### src/rtl/pll_ctl.sv
module pll_ctl #(
  parameter int DW      = 8,
  parameter int AW      = 2,
  parameter int RNG_W   = 4,
  parameter int RNG_RST = 6
) (
  input  logic             clk,
  input  logic             rst,
  input  logic             wr_en,
  input  logic             rd_en,
  input  logic [AW-1:0]    addr,
  input  logic [DW-1:0]    wdata,
  output logic [DW-1:0]    rdata,
  input  logic             lock_async,
  output logic             pll_en,
  output logic             clk_sel,
  output logic [RNG_W-1:0] range_val,
  output logic             irq
);
  localparam logic [AW-1:0] A_CTRL = AW'(0);
  localparam logic [AW-1:0] A_MODE = AW'(1);
  localparam logic [AW-1:0] A_RNG  = AW'(2);

  logic             on_q, src_q, ie_q, auto_q, flag_q;
  logic [RNG_W-1:0] rng_q;
  logic             lk_s1, lk_s2, lk_d;

  wire lk_edge  = lk_s2 ^ lk_d;
  wire rng_nz   = |rng_q;
  wire ctrl_wr  = wr_en && addr == A_CTRL;
  wire rng_wr   = wr_en && addr == A_RNG && !on_q;
  wire flag_vis = flag_q && auto_q;
  wire ctrl_rd  = rd_en && addr == A_CTRL;

  logic unused_wbits;
  assign unused_wbits = ^wdata[DW-1:RNG_W];

  always_ff @(posedge clk) begin
    if (rst) begin
      {lk_s1, lk_s2, lk_d} <= '0;
      {on_q, src_q, ie_q, auto_q, flag_q} <= '0;
      rng_q <= RNG_W'(RNG_RST);
    end else begin
      lk_s1 <= lock_async;
      lk_s2 <= lk_s1;
      lk_d  <= lk_s2;
      if (wr_en && addr == A_MODE) auto_q <= wdata[0];
      if (ctrl_wr) begin
        ie_q  <= wdata[2];
        on_q  <= wdata[0] && rng_nz;
        src_q <= wdata[1] && rng_nz;
      end
      if (rng_wr) begin
        rng_q <= wdata[RNG_W-1:0];
        if (wdata[RNG_W-1:0] == '0) begin
          on_q  <= 1'b0;
          src_q <= 1'b0;
        end
      end
      if (!auto_q)      flag_q <= 1'b0;
      else if (lk_edge) flag_q <= 1'b1;
      else if (ctrl_rd) flag_q <= 1'b0;
    end
  end

  always_comb begin
    unique case (addr)
      A_CTRL:  rdata = {{(DW-5){1'b0}}, lk_s2, flag_vis, ie_q, src_q, on_q};
      A_MODE:  rdata = {{(DW-1){1'b0}}, auto_q};
      A_RNG:   rdata = {{(DW-RNG_W){1'b0}}, rng_q};
      default: rdata = '0;
    endcase
  end

  assign pll_en    = on_q;
  assign clk_sel   = src_q;
  assign range_val = rng_q;
  assign irq       = flag_vis && ie_q;

  AST_RANGE_LOCKED: assert property (@(posedge clk) disable iff (rst)
    (on_q && wr_en && addr == A_RNG) |=> $stable(rng_q));
  AST_ZERO_RANGE_OFF: assert property (@(posedge clk) disable iff (rst)
    (rng_q == '0) |-> (!on_q && !src_q));
  AST_FLAG_ON_EDGE: assert property (@(posedge clk) disable iff (rst)
    (auto_q && lk_edge) |=> flag_q);
  AST_IRQ_GATED: assert property (@(posedge clk) disable iff (rst)
    irq |-> (ie_q && auto_q));
  AST_READ_CLEARS: assert property (@(posedge clk) disable iff (rst)
    (ctrl_rd && !lk_edge) |=> !flag_q);
endmodule

### config.mk
export PLATFORM = sky130hd
export DESIGN_NAME = pll_ctl
export DESIGN_NICKNAME = d
export VERILOG_FILES = /design/src/rtl/pll_ctl.sv
export SDC_FILE = /design/constraint.sdc
export NUM_CORES = 1
export LEC_CHECK = 0
export BUFFER_PORTS_ARGS = -buffer_cell sky130_fd_sc_hd__buf_2
export CAP_MARGIN = 20
export CORE_MARGIN = 3
export CORE_UTILIZATION = 43
export DETAILED_ROUTE_END_ITERATION = 12
export GPL_TIMING_DRIVEN = 1
export PLACE_DENSITY_LB_ADDON = 0.25
export SLEW_MARGIN = 15
export SYNTH_ARGS = -nofsm -noshare
export SYNTH_HDL_FRONTEND = slang
export SYNTH_SLANG_ARGS = --single-unit
### constraint.sdc
create_clock -name clk -period 1.7 [get_ports clk]
set_clock_uncertainty 0.2 [all_clocks]
set_input_delay 0.17 -clock clk [delete_from_list [all_inputs] [get_ports clk]]
set_output_delay 0.17 -clock clk [all_outputs]
set_load 0.005 [all_outputs]
==> results.txt <==
The post-synthesis area per instance came out at between 9 and 10 sq um. Timing would allow up to about 0.67 GHz. The buffer depth of the longest clock path is 2. The floorplan step defined a core boundary enclosing 1330 sq um. Cells fill between 60% and 70% of the core in the end. The flow ran to the end, and the final reports show no timing, DRC or antenna violations. The fraction of final layout cells sized beyond drive strength 1 is 36.2%. The post-layout total power is between 0.6 and 0.7 mW. The final routed DRC violation total came out at 0. The worst register-to-register path begins at pll_en. The worst-case setup margin in the final layout came out at 0.213 ns.

The startpoint identified for the worst hold timing path is wr_en. The starting density of the core came out at 46.8%. The final non-filler cell total came out at between 100 and 150.

CTS built an H-tree with a depth of 1. The post-synthesis sequential element count is 12. The reported leakage power came out at 0.372 nW.

Tracing the worst setup path back leads to its startpoint at pll_en. The mapped netlist covers around 620 sq um. The data required time of the critical path is between 1.5 and 2 ns. The routed via count came out at around 550. The share of the synthesized area in the top cell type is 38.5%.

The min-delay analysis places its worst path in the category in -> reg. The count of standard-cell rows came out at 13. The maximum resistive drop on vdd is roughly 520 uV. The total clock buffers created by CTS came out at 3.

The final critical delay including setup and external delays is between 1 and 1.5 ns. Detailed placement finished with a half-perimeter wire length of roughly 960 um. The area overhead of the layout relative to synthesis is 30.1%. The total setup violations reported at the end of the flow is 0. The worst setup timing slack at the placement stage is 0.241 ns. The number of antenna repair diodes came out at 0. The worst setup path is launched from a flop. The number of DRC violations after detailed-routing iteration 0 is 6.

Setup repair after global routing left no endpoint under its margin. The global-route wire length before repair is 2260 um. The critical path in this run is classified as reg -> reg.

The maximum number of pins on one net before global-route repair is 12. The biggest area contributor in the post-synthesis netlist is sky130_fd_sc_hd__dfxtp_1. The residual antenna-violating net count after detailed routing came out at 0.

The chip height is between 40 and 50 um. In this run the worst path has a maximum fanout of 7. The overall die area is 1950 sq um. The initial antenna violation count came out at 0.

The number of maximum-capacitance constraint violations is 0. The netlist uses 25 different library cells. The power density of the placed cells came out at about 760 nW/um^2.

The post-route setup TNS came out at 0 ns. Measured along the x axis, the die boundary spans about 44 um. The global-route total usage across every layer came out at about 16%. TritonCTS built the clock tree. The number of sinks on the clock net came out at 12.

The total congestion overflow after global routing came out at 0. Routability-driven placement finished with a final weighted congestion of approximately 0.7. The number of gates resized after cts is 0.

With fillers left out, the area of the finished cells amounts to 812 sq um. The number of placed instances, taps included came out at slightly below 100. After detailed routing, the number of vias per cell comes to ~5.1.

The number of warnings reported in the yosys synthesis log came out at 0. Of the synthesized area, sequential elements account for between 30% and 40%. The via count of the first global-routing pass is roughly 500.

The ratio of final minimum period to clock period came out at between 80% and 90%. The total of buffers placed on input and output ports is 22. The detail-routed net length per standard cell came out at between 10 and 15 um. The synthesized instance count is 65. STA classifies the critical path endpoint as a flop. The clock transition at the registers of the reported paths came out at 0.08 ns.

The net count of the finished layout is 110. The instance area after placement is a little over 700 sq um. Sorting the synthesized cells by area gives the leading types as sky130_fd_sc_hd__dfxtp_1 (38%), sky130_fd_sc_hd__mux2i_1 (9.6%), sky130_fd_sc_hd__buf_6 (5.4%). The post-CTS setup buffer count came out at 0. In this run the count of I/O pins placed on the die edge is 30. The sum of routed wire length over all layers came out at approximately 1300 um.

In this run the clock root is driven by a sky130_fd_sc_hd__clkbuf_4. The first TritonRoute pass finished after 3 iterations. The source-to-sink clock delay at the later pin of the worst-skew pair is 0.27 ns. Data arrives at the worst endpoint at around 1.5 ns. The number of pins with negative max-slew slack in the final report is 0. On the final layout, the worst hold slack is about 0.096 ns. The hold violation total from the final report is 0.
[worst max-delay path: stages (launching register included)]
cell and delay (ns):
sky130_fd_sc_hd__dfxtp_1 0.34, sky130_fd_sc_hd__and4bb_1 0.50, sky130_fd_sc_hd__nor2b_2 0.08, sky130_fd_sc_hd__a211o_1 0.26
[routing by layer]
| layer | global-route usage, % | share of wire [%] | up-vias |
|---|---|---|---|
| met5 | 0 | 0 | - |
| met4 | 7.23 | 0.98 | 0 |
| met3 | 4.88 | 7.2 | 2 |
| met2 | 24.1 | 43 | 20 |
| met1 | 19.9 | 48 | 253 |
| li1 | - | - | 279 |
[Yosys cell counts]
cell type and number:
sky130_fd_sc_hd__or3b_4 1, sky130_fd_sc_hd__nor3b_1 2, sky130_fd_sc_hd__or3b_1 1, sky130_fd_sc_hd__a21boi_2 2
sky130_fd_sc_hd__a21oi_1 4, sky130_fd_sc_hd__or4_1 1, sky130_fd_sc_hd__and4bb_1 1, sky130_fd_sc_hd__nand3b_1 3
sky130_fd_sc_hd__mux2i_1 6, sky130_fd_sc_hd__clkbuf_1 1, sky130_fd_sc_hd__conb_1 1, sky130_fd_sc_hd__dfxtp_1 12
sky130_fd_sc_hd__nor3b_2 1, sky130_fd_sc_hd__buf_4 3, sky130_fd_sc_hd__o21ai_0 1, sky130_fd_sc_hd__nor2b_2 2
sky130_fd_sc_hd__nand2_1 5, sky130_fd_sc_hd__a211o_1 2, sky130_fd_sc_hd__nor4_1 1, sky130_fd_sc_hd__xor2_1 1
sky130_fd_sc_hd__nor2b_1 3, sky130_fd_sc_hd__nand3_1 2, sky130_fd_sc_hd__nor2_1 5, sky130_fd_sc_hd__buf_6 3
sky130_fd_sc_hd__and3_1 1
[cell families (layout without fill, tap and decap cells)]
kind of cell           count (synthesis)  after routing  share of synthesized area [%]
AO/OA/AOI/OAI                          9              9                           10.4
XOR/XNOR                               1              1                           1.40
buffers and inverters                  7             34                           9.62
flip-flops                            12             12                           38.5
multiplexers                           6              6                           9.62
other                                  1              3                          0.601
AND/OR/NAND/NOR                       29             29                           29.9
[final timing paths]
kind                            slack (ns)  cells after the start            to
worst max-delay path                  0.21                      3  range_val[2]
worst min register to register        0.25                      1         lk_s2
worst min-delay path                   0.1                      4        auto_q
worst max register to register        0.21                      3  range_val[2]
[layout make-up]
class / count / area [sq um]
flip-flops and latches: 12 / 240
repair buffers: 30 / 185
well taps: 15 / 18.8
fillers: 136 / 522
clock buffers: 4 / 36.3
multi-input cells: 48 / 332
[flip-flops by register name, summed over array words and instances (netlist names)]
| register | cells |
|---|---|
| flag_q | 1 |
| auto_q | 1 |
| lk_s1 | 1 |
| range_val | 4 |
| pll_en | 1 |
| ie_q | 1 |
| lk_d | 1 |
| lk_s2 | 1 |
| clk_sel | 1 |
[power by group]
group	switching, mW	internal (mW)
clock	0.0933	0.130
sequential	0.00812	0.291
combinational	0.0408	0.0498
total	0.142	0.471
[layout by cell type, fill, tap and decap left out]
cell type / n
sky130_fd_sc_hd__a211o_1: 2
sky130_fd_sc_hd__clkbuf_8: 1
sky130_fd_sc_hd__a21oi_1: 4
sky130_fd_sc_hd__clkbuf_4: 3
sky130_fd_sc_hd__dfxtp_1: 12
sky130_fd_sc_hd__and3_1: 1
sky130_fd_sc_hd__or4_1: 1
sky130_fd_sc_hd__nand2_1: 5
sky130_fd_sc_hd__o21ai_0: 1
sky130_fd_sc_hd__conb_1: 3
sky130_fd_sc_hd__nor3b_2: 1
sky130_fd_sc_hd__nor2b_2: 2
sky130_fd_sc_hd__a21boi_2: 2
sky130_fd_sc_hd__xor2_1: 1
sky130_fd_sc_hd__nand3b_1: 3
sky130_fd_sc_hd__buf_2: 22
sky130_fd_sc_hd__nor4_1: 1
sky130_fd_sc_hd__mux2i_1: 6
sky130_fd_sc_hd__dlygate4sd3_1: 6
sky130_fd_sc_hd__or3b_4: 1
sky130_fd_sc_hd__nor2b_1: 3
sky130_fd_sc_hd__nor3b_1: 2
sky130_fd_sc_hd__buf_4: 2
sky130_fd_sc_hd__nand3_1: 2
sky130_fd_sc_hd__and4bb_1: 1
sky130_fd_sc_hd__or3b_1: 1
sky130_fd_sc_hd__nor2_1: 5
[what timing repair did]
action / in CTS / in global routing
setup endpoints to repair: 0 / 0
hold buffers: 6 / 0
endpoints found under the hold margin: 9 / 0
No activity file was read; power rests on OpenSTA's default activity.
